--- src/rtl/fw_pkg.sv ---
package fw_pkg;
  typedef enum logic [2:0] {
    RG_NONE  = 3'd0,
    RG_SEC   = 3'd1,
    RG_CODE  = 3'd2,
    RG_RAT   = 3'd3,
    RG_STAT  = 3'd4,
    RG_FAULT = 3'd5
  } region_e;

  localparam int ST_TAMPER = 0;
  localparam int ST_OVF    = 1;
  localparam int ST_BUSY   = 2;
endpackage

--- src/rtl/fw_decode.sv ---
module fw_decode
  import fw_pkg::*;
#(
  parameter int AW         = 16,
  parameter int DW         = 32,
  parameter int RW         = 3,
  parameter int PAGE_BYTES = 1024,
  parameter int NUM_FULL   = 8,
  parameter int LAST_BYTES = 512,
  parameter int CODE_BASE  = 'h8000,
  parameter int CODE_BYTES = 4096,
  parameter int REG_BASE   = 'hF000,
  parameter int SEC_AW     = 12,
  parameter int CODE_AW    = 10
) (
  input  logic [AW-1:0]      addr_i,
  input  logic               we_i,
  input  logic [RW-1:0]      ratchet_i,
  input  logic               zbusy_i,
  output region_e            region_o,
  output logic               allow_o,
  output logic [SEC_AW-1:0]  sec_addr_o,
  output logic [CODE_AW-1:0] code_addr_o
);
  localparam int BO        = $clog2(DW/8);
  localparam int PAGE_SH   = $clog2(PAGE_BYTES);
  localparam int SEC_BYTES = NUM_FULL*PAGE_BYTES + LAST_BYTES;
  localparam int REG_WORD  = REG_BASE >> BO;

  int a;
  int page;
  int wrd;

  always_comb begin
    a        = int'(addr_i);
    page     = a >> PAGE_SH;
    wrd      = a >> BO;
    region_o = RG_NONE;
    allow_o  = 1'b0;
    if (a < SEC_BYTES) begin
      region_o = RG_SEC;
      allow_o  = !zbusy_i && (int'(ratchet_i) <= page);
    end else if (a >= CODE_BASE && a < CODE_BASE + CODE_BYTES) begin
      region_o = RG_CODE;
      allow_o  = !we_i || (int'(ratchet_i) <= 1);
    end else if (wrd == REG_WORD) begin
      region_o = RG_RAT;
      allow_o  = 1'b1;
    end else if (wrd == REG_WORD + 1) begin
      region_o = RG_STAT;
      allow_o  = 1'b1;
    end else if (wrd == REG_WORD + 2) begin
      region_o = RG_FAULT;
      allow_o  = 1'b1;
    end
  end

  assign sec_addr_o  = SEC_AW'(a >> BO);
  assign code_addr_o = CODE_AW'((a - CODE_BASE) >> BO);
endmodule

--- src/rtl/fw_ratchet.sv ---
module fw_ratchet #(
  parameter int RW = 3
) (
  input  logic          clk_i,
  input  logic          rst_ni,
  input  logic          inc_i,
  output logic [RW-1:0] ratchet_o,
  output logic          ovf_o
);
  localparam logic [RW-1:0] TOP = '1;

  always_ff @(posedge clk_i or negedge rst_ni) begin
    if (!rst_ni) begin
      ratchet_o <= '0;
      ovf_o     <= 1'b0;
    end else if (inc_i) begin
      if (ratchet_o == TOP) ovf_o <= 1'b1;
      else                  ratchet_o <= ratchet_o + 1'b1;
    end
  end
endmodule

--- src/rtl/fw_zeroize.sv ---
module fw_zeroize #(
  parameter int SEC_WORDS = 2176,
  parameter int SEC_AW    = 12
) (
  input  logic              clk_i,
  input  logic              por_ni,
  input  logic              tamper_i,
  output logic              busy_o,
  output logic [SEC_AW-1:0] waddr_o,
  output logic              tflag_o
);
  localparam logic [SEC_AW-1:0] LAST = SEC_AW'(SEC_WORDS - 1);

  logic t_prev;

  // only power-on reset: an ordinary reset must not abort a wipe
  always_ff @(posedge clk_i or negedge por_ni) begin
    if (!por_ni) begin
      t_prev  <= 1'b0;
      busy_o  <= 1'b0;
      waddr_o <= '0;
      tflag_o <= 1'b0;
    end else begin
      t_prev <= tamper_i;
      if (tamper_i && !t_prev) begin
        busy_o  <= 1'b1;
        waddr_o <= '0;
        tflag_o <= 1'b1;
      end else if (busy_o) begin
        if (waddr_o == LAST) busy_o <= 1'b0;
        else                 waddr_o <= waddr_o + 1'b1;
      end
    end
  end
endmodule

--- src/rtl/ratchet_fw.sv ---
module ratchet_fw
  import fw_pkg::*;
#(
  parameter int AW         = 16,
  parameter int DW         = 32,
  parameter int RW         = 3,
  parameter int PAGE_BYTES = 1024,
  parameter int NUM_FULL   = 8,
  parameter int LAST_BYTES = 512,
  parameter int CODE_BASE  = 'h8000,
  parameter int CODE_BYTES = 4096,
  parameter int REG_BASE   = 'hF000,
  localparam int SEC_WORDS = (NUM_FULL*PAGE_BYTES + LAST_BYTES) / (DW/8),
  localparam int SEC_AW    = $clog2(SEC_WORDS),
  localparam int CODE_AW   = $clog2(CODE_BYTES / (DW/8))
) (
  input  logic               clk_i,
  input  logic               rst_ni,
  input  logic               por_ni,
  input  logic               tamper_i,
  input  logic               req_i,
  input  logic               we_i,
  input  logic [AW-1:0]      addr_i,
  input  logic [DW-1:0]      wdata_i,
  output logic               rsp_valid_o,
  output logic               err_o,
  output logic [DW-1:0]      rdata_o,
  output logic               sec_cs_o,
  output logic               sec_we_o,
  output logic [SEC_AW-1:0]  sec_addr_o,
  output logic [DW-1:0]      sec_wdata_o,
  input  logic [DW-1:0]      sec_rdata_i,
  output logic               code_cs_o,
  output logic               code_we_o,
  output logic [CODE_AW-1:0] code_addr_o,
  output logic [DW-1:0]      code_wdata_o,
  input  logic [DW-1:0]      code_rdata_i
);
  logic               sys_rst_n;
  region_e            dec_region;
  logic               dec_allow;
  logic [SEC_AW-1:0]  dec_sec_addr;
  logic [CODE_AW-1:0] dec_code_addr;
  logic [RW-1:0]      ratchet_q;
  logic               ovf_q;
  logic               zbusy;
  logic               tflag;
  logic [SEC_AW-1:0]  zaddr;
  logic               fwd;
  logic               inc;
  logic [AW-1:0]      fault_q;
  logic               rsp_q;
  logic               err_q;
  region_e            rsel_q;
  logic [DW-1:0]      rreg_q;
  logic [DW-1:0]      status;
  logic [DW-1:0]      reg_val;

  assign sys_rst_n = rst_ni & por_ni;

  fw_decode #(
    .AW(AW), .DW(DW), .RW(RW), .PAGE_BYTES(PAGE_BYTES), .NUM_FULL(NUM_FULL),
    .LAST_BYTES(LAST_BYTES), .CODE_BASE(CODE_BASE), .CODE_BYTES(CODE_BYTES),
    .REG_BASE(REG_BASE), .SEC_AW(SEC_AW), .CODE_AW(CODE_AW)
  ) u_dec (
    .addr_i     (addr_i),
    .we_i       (we_i),
    .ratchet_i  (ratchet_q),
    .zbusy_i    (zbusy),
    .region_o   (dec_region),
    .allow_o    (dec_allow),
    .sec_addr_o (dec_sec_addr),
    .code_addr_o(dec_code_addr)
  );

  assign fwd = req_i && dec_allow;
  assign inc = fwd && we_i && (dec_region == RG_RAT);

  fw_ratchet #(.RW(RW)) u_rat (
    .clk_i    (clk_i),
    .rst_ni   (sys_rst_n),
    .inc_i    (inc),
    .ratchet_o(ratchet_q),
    .ovf_o    (ovf_q)
  );

  fw_zeroize #(.SEC_WORDS(SEC_WORDS), .SEC_AW(SEC_AW)) u_zero (
    .clk_i   (clk_i),
    .por_ni  (por_ni),
    .tamper_i(tamper_i),
    .busy_o  (zbusy),
    .waddr_o (zaddr),
    .tflag_o (tflag)
  );

  // memory side: the wipe owns the secret RAM while it runs
  assign sec_cs_o     = zbusy || (fwd && dec_region == RG_SEC);
  assign sec_we_o     = zbusy || (fwd && dec_region == RG_SEC && we_i);
  assign sec_addr_o   = zbusy ? zaddr : dec_sec_addr;
  assign sec_wdata_o  = zbusy ? '0 : wdata_i;
  assign code_cs_o    = fwd && dec_region == RG_CODE;
  assign code_we_o    = fwd && dec_region == RG_CODE && we_i;
  assign code_addr_o  = dec_code_addr;
  assign code_wdata_o = wdata_i;

  always_comb begin
    status            = '0;
    status[ST_TAMPER] = tflag;
    status[ST_OVF]    = ovf_q;
    status[ST_BUSY]   = zbusy;
    unique case (dec_region)
      RG_RAT:   reg_val = DW'(ratchet_q);
      RG_STAT:  reg_val = status;
      RG_FAULT: reg_val = DW'(fault_q);
      default:  reg_val = '0;
    endcase
  end

  always_ff @(posedge clk_i or negedge sys_rst_n) begin
    if (!sys_rst_n) begin
      rsp_q   <= 1'b0;
      err_q   <= 1'b0;
      rsel_q  <= RG_NONE;
      rreg_q  <= '0;
      fault_q <= '0;
    end else begin
      rsp_q  <= req_i;
      err_q  <= req_i && !dec_allow;
      rsel_q <= (fwd && !we_i) ? dec_region : RG_NONE;
      rreg_q <= reg_val;
      if (req_i && !dec_allow) fault_q <= addr_i;
    end
  end

  assign rsp_valid_o = rsp_q;
  assign err_o       = err_q;

  always_comb begin
    unique case (rsel_q)
      RG_SEC:                    rdata_o = sec_rdata_i;
      RG_CODE:                   rdata_o = code_rdata_i;
      RG_RAT, RG_STAT, RG_FAULT: rdata_o = rreg_q;
      default:                   rdata_o = '0;
    endcase
  end
endmodule

--- config.mk ---
export PLATFORM = sky130hd
export DESIGN_NAME = ratchet_fw
export DESIGN_NICKNAME = d
export VERILOG_FILES = /design/src/rtl/fw_pkg.sv /design/src/rtl/fw_decode.sv /design/src/rtl/fw_ratchet.sv /design/src/rtl/fw_zeroize.sv /design/src/rtl/ratchet_fw.sv
export SDC_FILE = /design/constraint.sdc
export NUM_CORES = 1
export LEC_CHECK = 0
export CAP_MARGIN = 20
export CORE_MARGIN = 8
export CORE_UTILIZATION = 38
export CTS_CLUSTER_SIZE = 8
export DETAILED_ROUTE_END_ITERATION = 10
export GPL_TIMING_DRIVEN = 0
export MAX_ROUTING_LAYER = met4
export PLACE_DENSITY = 0.91
export SYNTH_ARGS = -nofsm -noshare
export SYNTH_HDL_FRONTEND = slang
export SYNTH_SLANG_ARGS = --single-unit
--- constraint.sdc ---
create_clock -name clk_i -period 3.5 [get_ports clk_i]
set_input_delay 0.875 -clock clk_i [delete_from_list [all_inputs] [get_ports clk_i]]
set_output_delay 0.875 -clock clk_i [all_outputs]
set_load 0.01 [all_outputs]
# After elaboration in Yosys (flattened, before gate mapping)
# Cells that the tools add are included.
# word_totals
register_bits	72
output_inout_bits	124
# op_classes
n_addsub	3
n_lt_le_gt_ge	5
n_eq_ne	16
n_mux	21
bitwise_logic	2
n_reduce_logical	24
# op_table
operator	count
32-bit one-hot mux with 3 select lines	1
12-bit two-way mux	4
16-bit one-hot mux with 3 select lines	1
14-bit by 11-bit equality test with 1-bit output (second input constant)	3
32-bit two-way mux	1
3-bit two-way mux	6
16-bit greater-or-equal comparator (second input constant)	1
16-bit by 14-bit < comparator with 1-bit output (second input constant)	1
16-bit < comparator (second input constant)	1
3-bit equality test (second input constant)	5
12-bit by 1-bit adder with 12-bit output (second input constant)	1
12-bit equality test (second input constant)	1
3-bit by 2-bit equality test with 1-bit output (second input constant)	4
1-bit logical AND	12
12-bit by 1-bit subtractor with 12-bit output (second input constant)	1
1-bit two-way mux	8
3-bit by 1-bit equality test with 1-bit output (second input constant)	2
3-bit by 6-bit <= comparator with 1-bit output	1
2-bit AND reduction	3
1-bit logical NOT	4
3-bit by 1-bit adder with 3-bit output (second input constant)	1
3-bit by 1-bit <= comparator with 1-bit output (second input constant)	1
1-bit logical OR	3
3-bit OR reduction	1
4 further kinds	4

# Longest topological paths before layout
# Gate-level depths: netlist of the first run.
# logic_depth
depth_word	10
depth_mapped	8
depth_no_buf	7

# By module
# A second synthesis of the first run with hierarchy kept.
# unflattened
cells_unflattened	449
hier_area_um2	4312.9
# modules_own_cells
mod	instances	cells_per_inst	area_each_um2	seq_area_each_um2
ratchet_fw	1	315	3024.2	925.9
fw_zeroize	1	71	740.7	375.4
fw_decode	1	52	361.6	0.0
fw_ratchet	1	11	186.4	100.1

# Least setup slack after synthesis of the first run
# Ideal clock, no wire load.
# synth_timing
kind	in2out
from	input port addr_i[11]
to	output port code_cs_o
arrival_time_ns	2.311
t_required_ns	2.625
slack_ns	0.314
path_stages	7
path_cell_list	inv_1 ha_1 nand3_1 o21ai_0 o311ai_0 a21boi_0 and2_1
# synth_via
elab_chain_len	8
elab_cells_between_ends	22
classes_between	4 x order compare; 4 x eq/ne; 10 x mux; 4 x reduce/logical
# synth_rtl
item	line_no	rtl
from (decl)	ratchet_fw.sv:23	input logic [AW-1:0] addr_i,
parallel branches: the longest is 7 deep, another holds 16-bit greater-or-equal comparator	--	
1-bit logical AND (*)	ratchet_fw.sv:101	assign code_cs_o = fwd && dec_region == RG_CODE;
to (decl)	ratchet_fw.sv:33	output logic code_cs_o,
# Every way passes the cells marked *.

# Final worst setup path of the first run
# layout_timing
from	input port addr_i[7]
to	register fault_q[10]
# layout_via
elab_chain_len	8
elab_cells_between_ends	14
classes_between	3 x order compare; 3 x eq/ne; 5 x mux; 3 x reduce/logical
# layout_rtl
item	line_no	rtl
parallel branches: the longest is 5 deep, another holds 16-bit greater-or-equal comparator	--	
1-bit two-way mux (*)	fw_decode.sv:40	if (a < SEC_BYTES) begin
1-bit logical NOT (*)	ratchet_fw.sv:131	if (req_i && !dec_allow) fault_q <= addr_i;
1-bit logical AND (*)	ratchet_fw.sv:131	
to (signal assigned)	ratchet_fw.sv:131	
to (decl)	ratchet_fw.sv:51	logic [AW-1:0] fault_q;
# Marked as above.
# A chain may end at the register's enable or synchronous reset.

==> summary by stage, run 1 <==
Critical path
The signal arrival time at the worst endpoint is 3.69 ns. In this run the worst path has a maximum fanout of 10. The critical path required time is 3.69 ns.

The sort of element at the end of the critical path is a flop. The critical path in this run is classified as input port to flop. STA classifies the critical path startpoint as an input port.

Synth
Sorting the synthesized cells by area gives the leading types as sky130_fd_sc_hd__dfrtp_1 (36%), sky130_fd_sc_hd__mux2_2 (12%), sky130_fd_sc_hd__buf_4 (8.2%), sky130_fd_sc_hd__a22oi_1 (6.2%), sky130_fd_sc_hd__nor2b_1 (6.0%). Counting every instance in the synthesized netlist gives 417. The area of the mapped netlist is 3850 µm². Counting flops with an async set or reset pin after synthesis yields a share of 100%. When the netlist entered floorplanning its net count stood at 542. The cell accounting for the most synthesized area is sky130_fd_sc_hd__dfrtp_1. The average cell area after synthesis is 9.23 µm².

During synthesis, Yosys emitted a total of 0 warnings. Synthesis inferred 56 register bits. Summing the sequential cell areas from Yosys gives 36.4% of the chip area. The number of synthesized flops with an enable pin is 0. The post-synthesis cell type count is 48. The prevailing post-synth register cell is sky130_fd_sc_hd__dfrtp_1.

The area fraction of the dominant cell type after synthesis is 36.4%.

Placed design
After detailed placement, the design holds a cell count of 791. At the end of routability-driven placement, the weighted congestion stood at 0.945. The number of buffer cells added on primary ports is 241. The detailed placement HPWL is 12,400 µm.

STA
The final number of max-transition violations is 0. At the pin with the least slew margin, the transition time is 0.987 ns. The count of endpoints failing hold in the final timing report is 0. The worst hold margin is 0.479 ns.

Setup violations remaining at the end of the flow were counted as 0. For the final database, setup skew stands at 0.00815 ns. The worst slew margin relative to its limit is 33.3%. In the finished design, the share of the clock period the worst path needs comes to 99.8%.

The smallest clock period supported by the final layout is computed as 3.49 ns. The maximum frequency from static timing analysis is 286 MHz.

Global routing
Global routing consumed, over all layers together, 21.0% of the routing resources. The largest net degree at the start of global routing is 42. The first global-routing pass estimated 21,900 µm of wire. The number of antenna violations at the first check in global routing was 1. The via count of the first global-routing pass is 4,373. Global routing finished with a remaining overflow of 0.

Final layout
The flip-flop and latch area is 1400 µm². Once layout is complete, the cells apart from fillers number 799. Relative to the synthesized area, the layout overhead comes to 70.4%.

The most frequent standard cell in the layout excluding fill and tap cells is sky130_fd_sc_hd__clkdlybuf4s50_1. The final layout contains 789 nets. The library cells used most frequently in the layout, excluding fill and tap cells, are sky130_fd_sc_hd__clkdlybuf4s50_1 (230), sky130_fd_sc_hd__dfrtp_1 (55), sky130_fd_sc_hd__buf_4 (43), sky130_fd_sc_hd__mux2_2 (42), sky130_fd_sc_hd__nor2b_1 (37). In the final layout, the share of cells above drive strength 1 is 17.7%. Summing all multi-input logic gate instances after layout gives 2050 µm². After filler insertion, the fill cell instance count of the layout stands at 781.

Power and ir drop
After layout, the design draws a total of 1.52 mW. In this run the static leakage power is 2.70 nW. The power per unit of standard cell area is 231 nW/µm². The peak ir drop on the vdd network is 0.172 mV.

Detailed routing
The iteration-0 DRC count of the detailed router is 197. Wires add up to 14,900 µm. The number of nets with antenna violations after detailed routing is 0. The detailed router placed 4,054 vias in this run. After detailed routing, the number of remaining DRC violations is 0. The detailed-route vias per instance is 5.07.

Dividing the detail-routed wire length by the instance count gives 18.6 µm. The number of optimization iterations in the first detailed-route pass is 4.

Clocking
The clock root buffer is sky130_fd_sc_hd__clkbuf_8. The buffer levels on the longest clock path is 2. The clock latency at the later pin of the worst-skew pair is 0.31 ns. The TritonCTS clock tree is done.

After clock tree synthesis, the clock-pin slew on the worst setup and hold paths is 0.09 ns. The clock tree synthesis step divided the H-tree into 2 levels. Counting the buffers created by CTS gives 5. Counting every sink on the clock net gives 56.

Floorplan
In this run the core area contains 36 standard-cell rows. The floorplan step defined a die boundary enclosing 13,600 µm². Measured along the x axis, the die boundary spans 117 µm. The number of ports placed on the die boundary is 242. The effective utilization at floorplan is 39.2%. The die height is 117 µm.

The total area inside the core boundary comes to 9820 µm².

Hold path
The worst hold path belongs to the class flop to flop.

Run status
The flow ran to the end, and the final reports show no timing, DRC or antenna violations.

Run
The number of maximum-capacitance violations is 0.
synthesized netlist by cell type, drive strengths merged, types with 2 or more instances:
master   n
and2    17
nand4    3
buf     45
or2      3
o21ai   28
o211ai   2
or3      4
nor2    30
dfrtp   56
nand2b   4
inv      9
nor2b   37
a22o     2
a21o     3
a22oi   32
xnor2    6
a21oi    6
nand2   23
or4      2
clkbuf  22
mux2i    2
nor3     7
nand3    4
mux2    43
a211oi   2
or3b     2
nor4b    2
ha       7
worst max-delay path, cell delays in order:
cell                              delay, ns
sky130_fd_sc_hd__clkdlybuf4s50_1       0.48
sky130_fd_sc_hd__or4_4                 0.55
sky130_fd_sc_hd__nor4_1                0.51
sky130_fd_sc_hd__a21oi_1               0.23
sky130_fd_sc_hd__o211ai_4              0.37
sky130_fd_sc_hd__buf_2                 0.32
sky130_fd_sc_hd__mux2_2                0.37
report_power, final:
part | internal [mW] | switching (mW) | total, mW
Clock | 0.142 | 0.205 | 0.347
Combinational | 0.291 | 0.161 | 0.452
Sequential | 0.685 | 0.0327 | 0.718
Total | 1.12 | 0.399 | 1.52
flip-flops by register name, summed over array words and instances (netlist names):
name	count
fault_q	16
rreg_q	16
u_zero.waddr_o	12
rsel_q	3
u_rat.ratchet_o	3
err_o	1
rsp_valid_o	1
u_rat.ovf_o	1
u_zero.busy_o	1
u_zero.t_prev	1
u_zero.tflag_o	1
per-stage QoR:
stage          setup slack, ns  instance area (µm²)  TNS, ns  utilization (%)
5_1_grt                -0.0813                 6560   -0.584             66.8
2_1_floorplan            0.314                 3850        0                -
6_report               0.00583                 6560        0             66.8
3_5_place_dp             -1.27                 6430   -12.07             65.5
3_3_place_gp             -1.26                 6430   -12.34             65.5
4_1_cts                0.00640                 6560        0             66.8
layer usage:
| metal | vias to the layer above | part of all wire [%] | routed length, µm | track usage [%] |
|---|---|---|---|---|
| met2 | 181 | 53 | 7880 | 39.5 |
| li1 | 1904 | - | - | - |
| met4 | 0 | 2.7 | 397 | 6.83 |
| met3 | 31 | 7.8 | 1170 | 4.50 |
| met1 | 1938 | 36 | 5420 | 21.1 |
| met5 | - | 0 | 0 | - |
final cells by class:
type	instances	area share, %
sequential	56	21.4
tap	133	2.54
clock inverter	3	0.324
clock buffer	5	1.05
timing repair buffer	242	36.6
multi-input combinational	285	31.2
antenna	1	0.0382
inverter	9	0.515
buffer	65	6.28
kinds of logic after synthesis:
group	synth area share [%]
mux	13.2
fa+ha+maj	2.27
flops	36.4
buf+inv	11.5
simple gates	20.6
compound gates	14.4
xor+xnor	1.59
repair_timing:
| item | in CTS | in global routing |
|---|---|---|
| buffers inserted | 1 | 0 |
| gates resized for setup | 25 | 12 |
| pin swaps | 2 | 2 |
| hold buffers | 0 | 0 |
| setup endpoints to repair | 48 | 35 |
worst paths after layout:
check                      cells after the start                end  slack, ns               from
min                                            1        u_rat.ovf_o       0.48        u_rat.ovf_o
max reg2reg                                    6  u_zero.waddr_o[4]       1.16  u_zero.waddr_o[0]
min reg2reg                                    1        u_rat.ovf_o       0.48        u_rat.ovf_o
min in group asynchronous                      1  u_zero.waddr_o[3]       0.97             por_ni
max in group asynchronous                      2          rsel_q[1]       1.06             por_ni
max                                            7        fault_q[10]      0.006          addr_i[7]
No activity file was read; power rests on OpenSTA's default activity.
==> inputs of run 2 (changes only) <==
--- a/config.mk
+++ b/config.mk
@@ -8,6 +8,7 @@
 export CAP_MARGIN = 20
 export CORE_MARGIN = 8
 export CORE_UTILIZATION = 38
+export CTS_BUF_LIST = sky130_fd_sc_hd__clkbuf_16
 export CTS_CLUSTER_SIZE = 8
 export DETAILED_ROUTE_END_ITERATION = 10
 export GPL_TIMING_DRIVEN = 0
==> run 2 against run 1 <==
  * Routed wire length shrank 0.48%
  * Critical path depth stayed put
  * Clock power up 41%
  * Clock-buffer cell count did not move
  * Non-clock buffer count rose by 2
  * Register-to-register slack got worse by 0.04 ns
  * Critical endpoint is now code_we_o
  * Highest routed layer unchanged
  * Flip-flop and latch count stayed put
  * First-iteration DRC count fell by 5.6%
  * Via count down 0.20%
==> summary by stage, run 2 (synthesized netlist as in run 1, its figures left out) <==
Run status
The run finished with clean final reports.

Detailed routing
The detailed route wirelength on metal2 was 7870 µm (-0.11%). The top layer reached by signal wires is met4. The number of optimization iterations in the first detailed-route pass came to 4 (unchanged). The wire length after detailed routing is 14,800 µm (-0.48%). The routed metal-1 wirelength came to 5400 µm (-0.42%). The routed via count is 4,046 (-0.20%). The mean routed wirelength per cell is 18.5 µm (-0.73%). The sum of met3 wire segment lengths after detailed routing is 1150 µm (-1.5%).

The number of nets with antenna violations after detailed routing came to 0 (unchanged). The iteration-0 DRC count of the detailed router is 186 (-5.6%). The number of DRC violations after detailed routing was 0 (unchanged). The detailed-route vias per instance came to 5.05 (-0.45%).

Critical path
The number of buffers and inverters on the critical path is 2 (unchanged). The signal on the critical path passes through clkdlybuf4s50_1 -> nor2_1 -> and2_1 -> a31o_2 -> a21boi_2 -> nor2b_1 -> dlygate4sd2_1. The critical path required time came to 2.62 ns (-1.07 ns). The worst setup path is launched from an input port. The critical path class is input port to primary output.

The highest fanout seen on the critical path is 4 (-6). The signal arrival time at the worst endpoint is 2.57 ns (-1.12 ns). For this design, the slowest cell found on the critical path is sky130_fd_sc_hd__clkdlybuf4s50_1. The delay contributed by the slowest stage of the critical path came to 0.56 ns (about the same). The startpoint of the worst register-to-register path is u_rat.ratchet_o[1]. In this run the worst setup path begins at addr_i[15].

Grouping stages by cell kind, the critical path spends the most delay in buffers and inverters. The sort of element at the end of the critical path is a primary output.

Final layout
The top cell types in the final layout, fill and taps aside, are sky130_fd_sc_hd__clkdlybuf4s50_1 (231), sky130_fd_sc_hd__dfrtp_1 (55), sky130_fd_sc_hd__buf_4 (45), sky130_fd_sc_hd__mux2_2 (42), sky130_fd_sc_hd__nor2b_1 (37). The layout net count is 791 (+0.25%). The final design area excluding fillers is 6630 µm² (+1.1%). The largest registers in the layout are fault_q: 16 flops, rreg_q: 16 flops, u_zero.waddr_o: 12 flops. The ratio of cells with drive above 1 in the final layout is 18.3% (+0.55 points). The final cell count without fillers was 801 (+0.25%). The area overhead of the layout relative to synthesis is 72.2%. The most frequent standard cell in the layout excluding fill and tap cells is sky130_fd_sc_hd__clkdlybuf4s50_1. The number of filler instances in the final layout is 774 (-0.90%).

Placed design
The cell area after placement is 6430 µm² (unchanged). The number of buffer cells added on primary ports is 241 (unchanged). The detailed placement HPWL is 12,400 µm (unchanged). The worst slack at placement came to -1.27 ns (unchanged). The final weighted congestion of routability-driven global placement is 0.945 (unchanged). The cell count after placement is 791 (unchanged).

Power and ir drop
The leakage power is 2.72 nW (+0.99%). The peak ir drop on the vdd network is 0.256 mV (+49%). The power per unit of standard cell area is 250 nW/µm² (+8.1%).

STA
The final number of max-transition violations came to 0 (unchanged). The setup slack of the critical path after layout is 0.0508 ns (+0.0450 ns). The clock skew is 0.00486 ns (-0.00330 ns). The worst hold margin is 0.473 ns (-0.00681 ns). The final count of negative-setup-slack endpoints came to 0 (unchanged). The slew at the pin with the worst max-slew slack came to 0.985 ns (-0.00197 ns). The worst slew margin relative to its limit is 33.4% (+0.13 points). Setup repair after global routing left no endpoint under its margin.

The count of endpoints failing hold in the final timing report is 0 (unchanged). The final period utilization came to 98.5% (-1.3 points). The setup TNS is 0 ns (unchanged). The minimum clock period after layout came to 3.45 ns (-0.0450 ns). The maximum frequency from static timing analysis came to 290 MHz (+1.3%).

Hold path
The start point of the worst hold path is u_rat.ovf_o. In this run the worst hold path is classified as flop to flop.

Clocking
The number of buffers added by the clock tree synthesis step is 5 (unchanged). The clock root buffer is sky130_fd_sc_hd__clkbuf_16. The clock latency at the later pin of the worst-skew pair is 0.29 ns (-0.02 ns). TritonCTS built the clock tree. The number of sinks handled by clock tree synthesis is 56 (unchanged).

The number of levels in the clock H-tree came to 2 (unchanged). The number of buffers inserted by hold repair at cts is 0 (unchanged). The buffer levels on the longest clock path is 2 (unchanged). The clock-pin slew of the registers on the worst-case setup and hold paths is 0.07 ns (-0.02 ns).

Global routing
The number of antenna violations at the first check in global routing is 1 (unchanged). The final global-route overflow total is 0 (unchanged). The total routing usage reported by global routing is 20.9% (-0.11 points). The global-route wire length before repair came to 21,900 µm (-0.31%). The largest net degree at the start of global routing is 42 (unchanged). The via count of the first global-routing pass is 4,381 (+0.18%).

Floorplan
The number of ports placed on the die boundary is 242 (unchanged). The die height is 117 µm (unchanged). The number of core rows is 36 (unchanged). The die span in x is 117 µm (unchanged). The area of the die is 13,600 µm² (unchanged). The floorplan core area is 9820 µm² (unchanged). The effective utilization at floorplan came to 39.2% (unchanged).

Run
The number of maximum-capacitance violations is 0 (unchanged).
==> run 2: changes by cell type in the layout (fill, tap and decap cells not counted), sizes merged <==
cell	delta
dlygate4sd2	-1
dlymetal6s2s	-1
clkdlybuf4s15	+1
buf	+2
clkdlybuf4s50	+1
==> run 2: final timing paths <==
kind	cells past startpoint	endpoint	slack, ns
max in group asynchronous	2	rsel_q[1]	1.07
min	1	u_rat.ovf_o	0.47
max	7	code_we_o	0.05
min in group asynchronous	1	u_zero.waddr_o[3]	0.99
max reg2reg	8	fault_q[11]	1.12
min reg2reg	1	u_rat.ovf_o	0.47
==> run 2: what timing repair did <==
item,4_1_cts,5_1_grt
setup buffers,1,2
pin swaps,2,2
setup endpoints to repair,42,26
resized for setup,26,9
==> run 2: layout make-up <==
| cell class | instances | area (µm²) | share of cell area [%] |
|---|---|---|---|
| Antenna cell | 1 | 2.50 | 0.0377 |
| Buffer | 65 | 409 | 6.17 |
| Clock buffer | 5 | 125 | 1.89 |
| Clock inverter | 3 | 21.3 | 0.321 |
| Inverter | 9 | 33.8 | 0.509 |
| Multi-Input combinational cell | 285 | 2050 | 31.0 |
| Sequential cell | 56 | 1400 | 21.2 |
| Tap cell | 133 | 166 | 2.51 |
| Timing Repair Buffer | 244 | 2420 | 36.5 |
==> run 2: per-stage QoR <==
step                      power [mW]  utilization (%)
after floorplan                0.901                -
after global placement          1.17             65.5
after global routing            1.73             67.5
after CTS                       1.67             67.3
final                           1.66             67.5
after detailed placement        1.18             65.5
==> run 2: where the power goes <==
group          switching, mW  internal (mW)  leakage, nW  total, mW
clock network          0.222          0.266       0.0702      0.488
registers             0.0334          0.686        0.725      0.719
logic                  0.160          0.291         1.93      0.451
==> run 2: per-layer routing <==
layer  GRT usage, %  up-vias
met3           4.45       26
li1               -     1915
met1           21.0     1923
met5              -        -
met2           39.3      182
met4           6.66        0
==> inputs of run 3 (changes only) <==
--- a/config.mk
+++ b/config.mk
@@ -9,6 +9,7 @@
 export CORE_MARGIN = 8
 export CORE_UTILIZATION = 38
 export CTS_BUF_LIST = sky130_fd_sc_hd__clkbuf_16
+export CTS_CLUSTER_DIAMETER = 150
 export CTS_CLUSTER_SIZE = 8
 export DETAILED_ROUTE_END_ITERATION = 10
 export GPL_TIMING_DRIVEN = 0
==> results of run 3 <==
No change in the layout: final DEF, timing and power equal those of run 2.
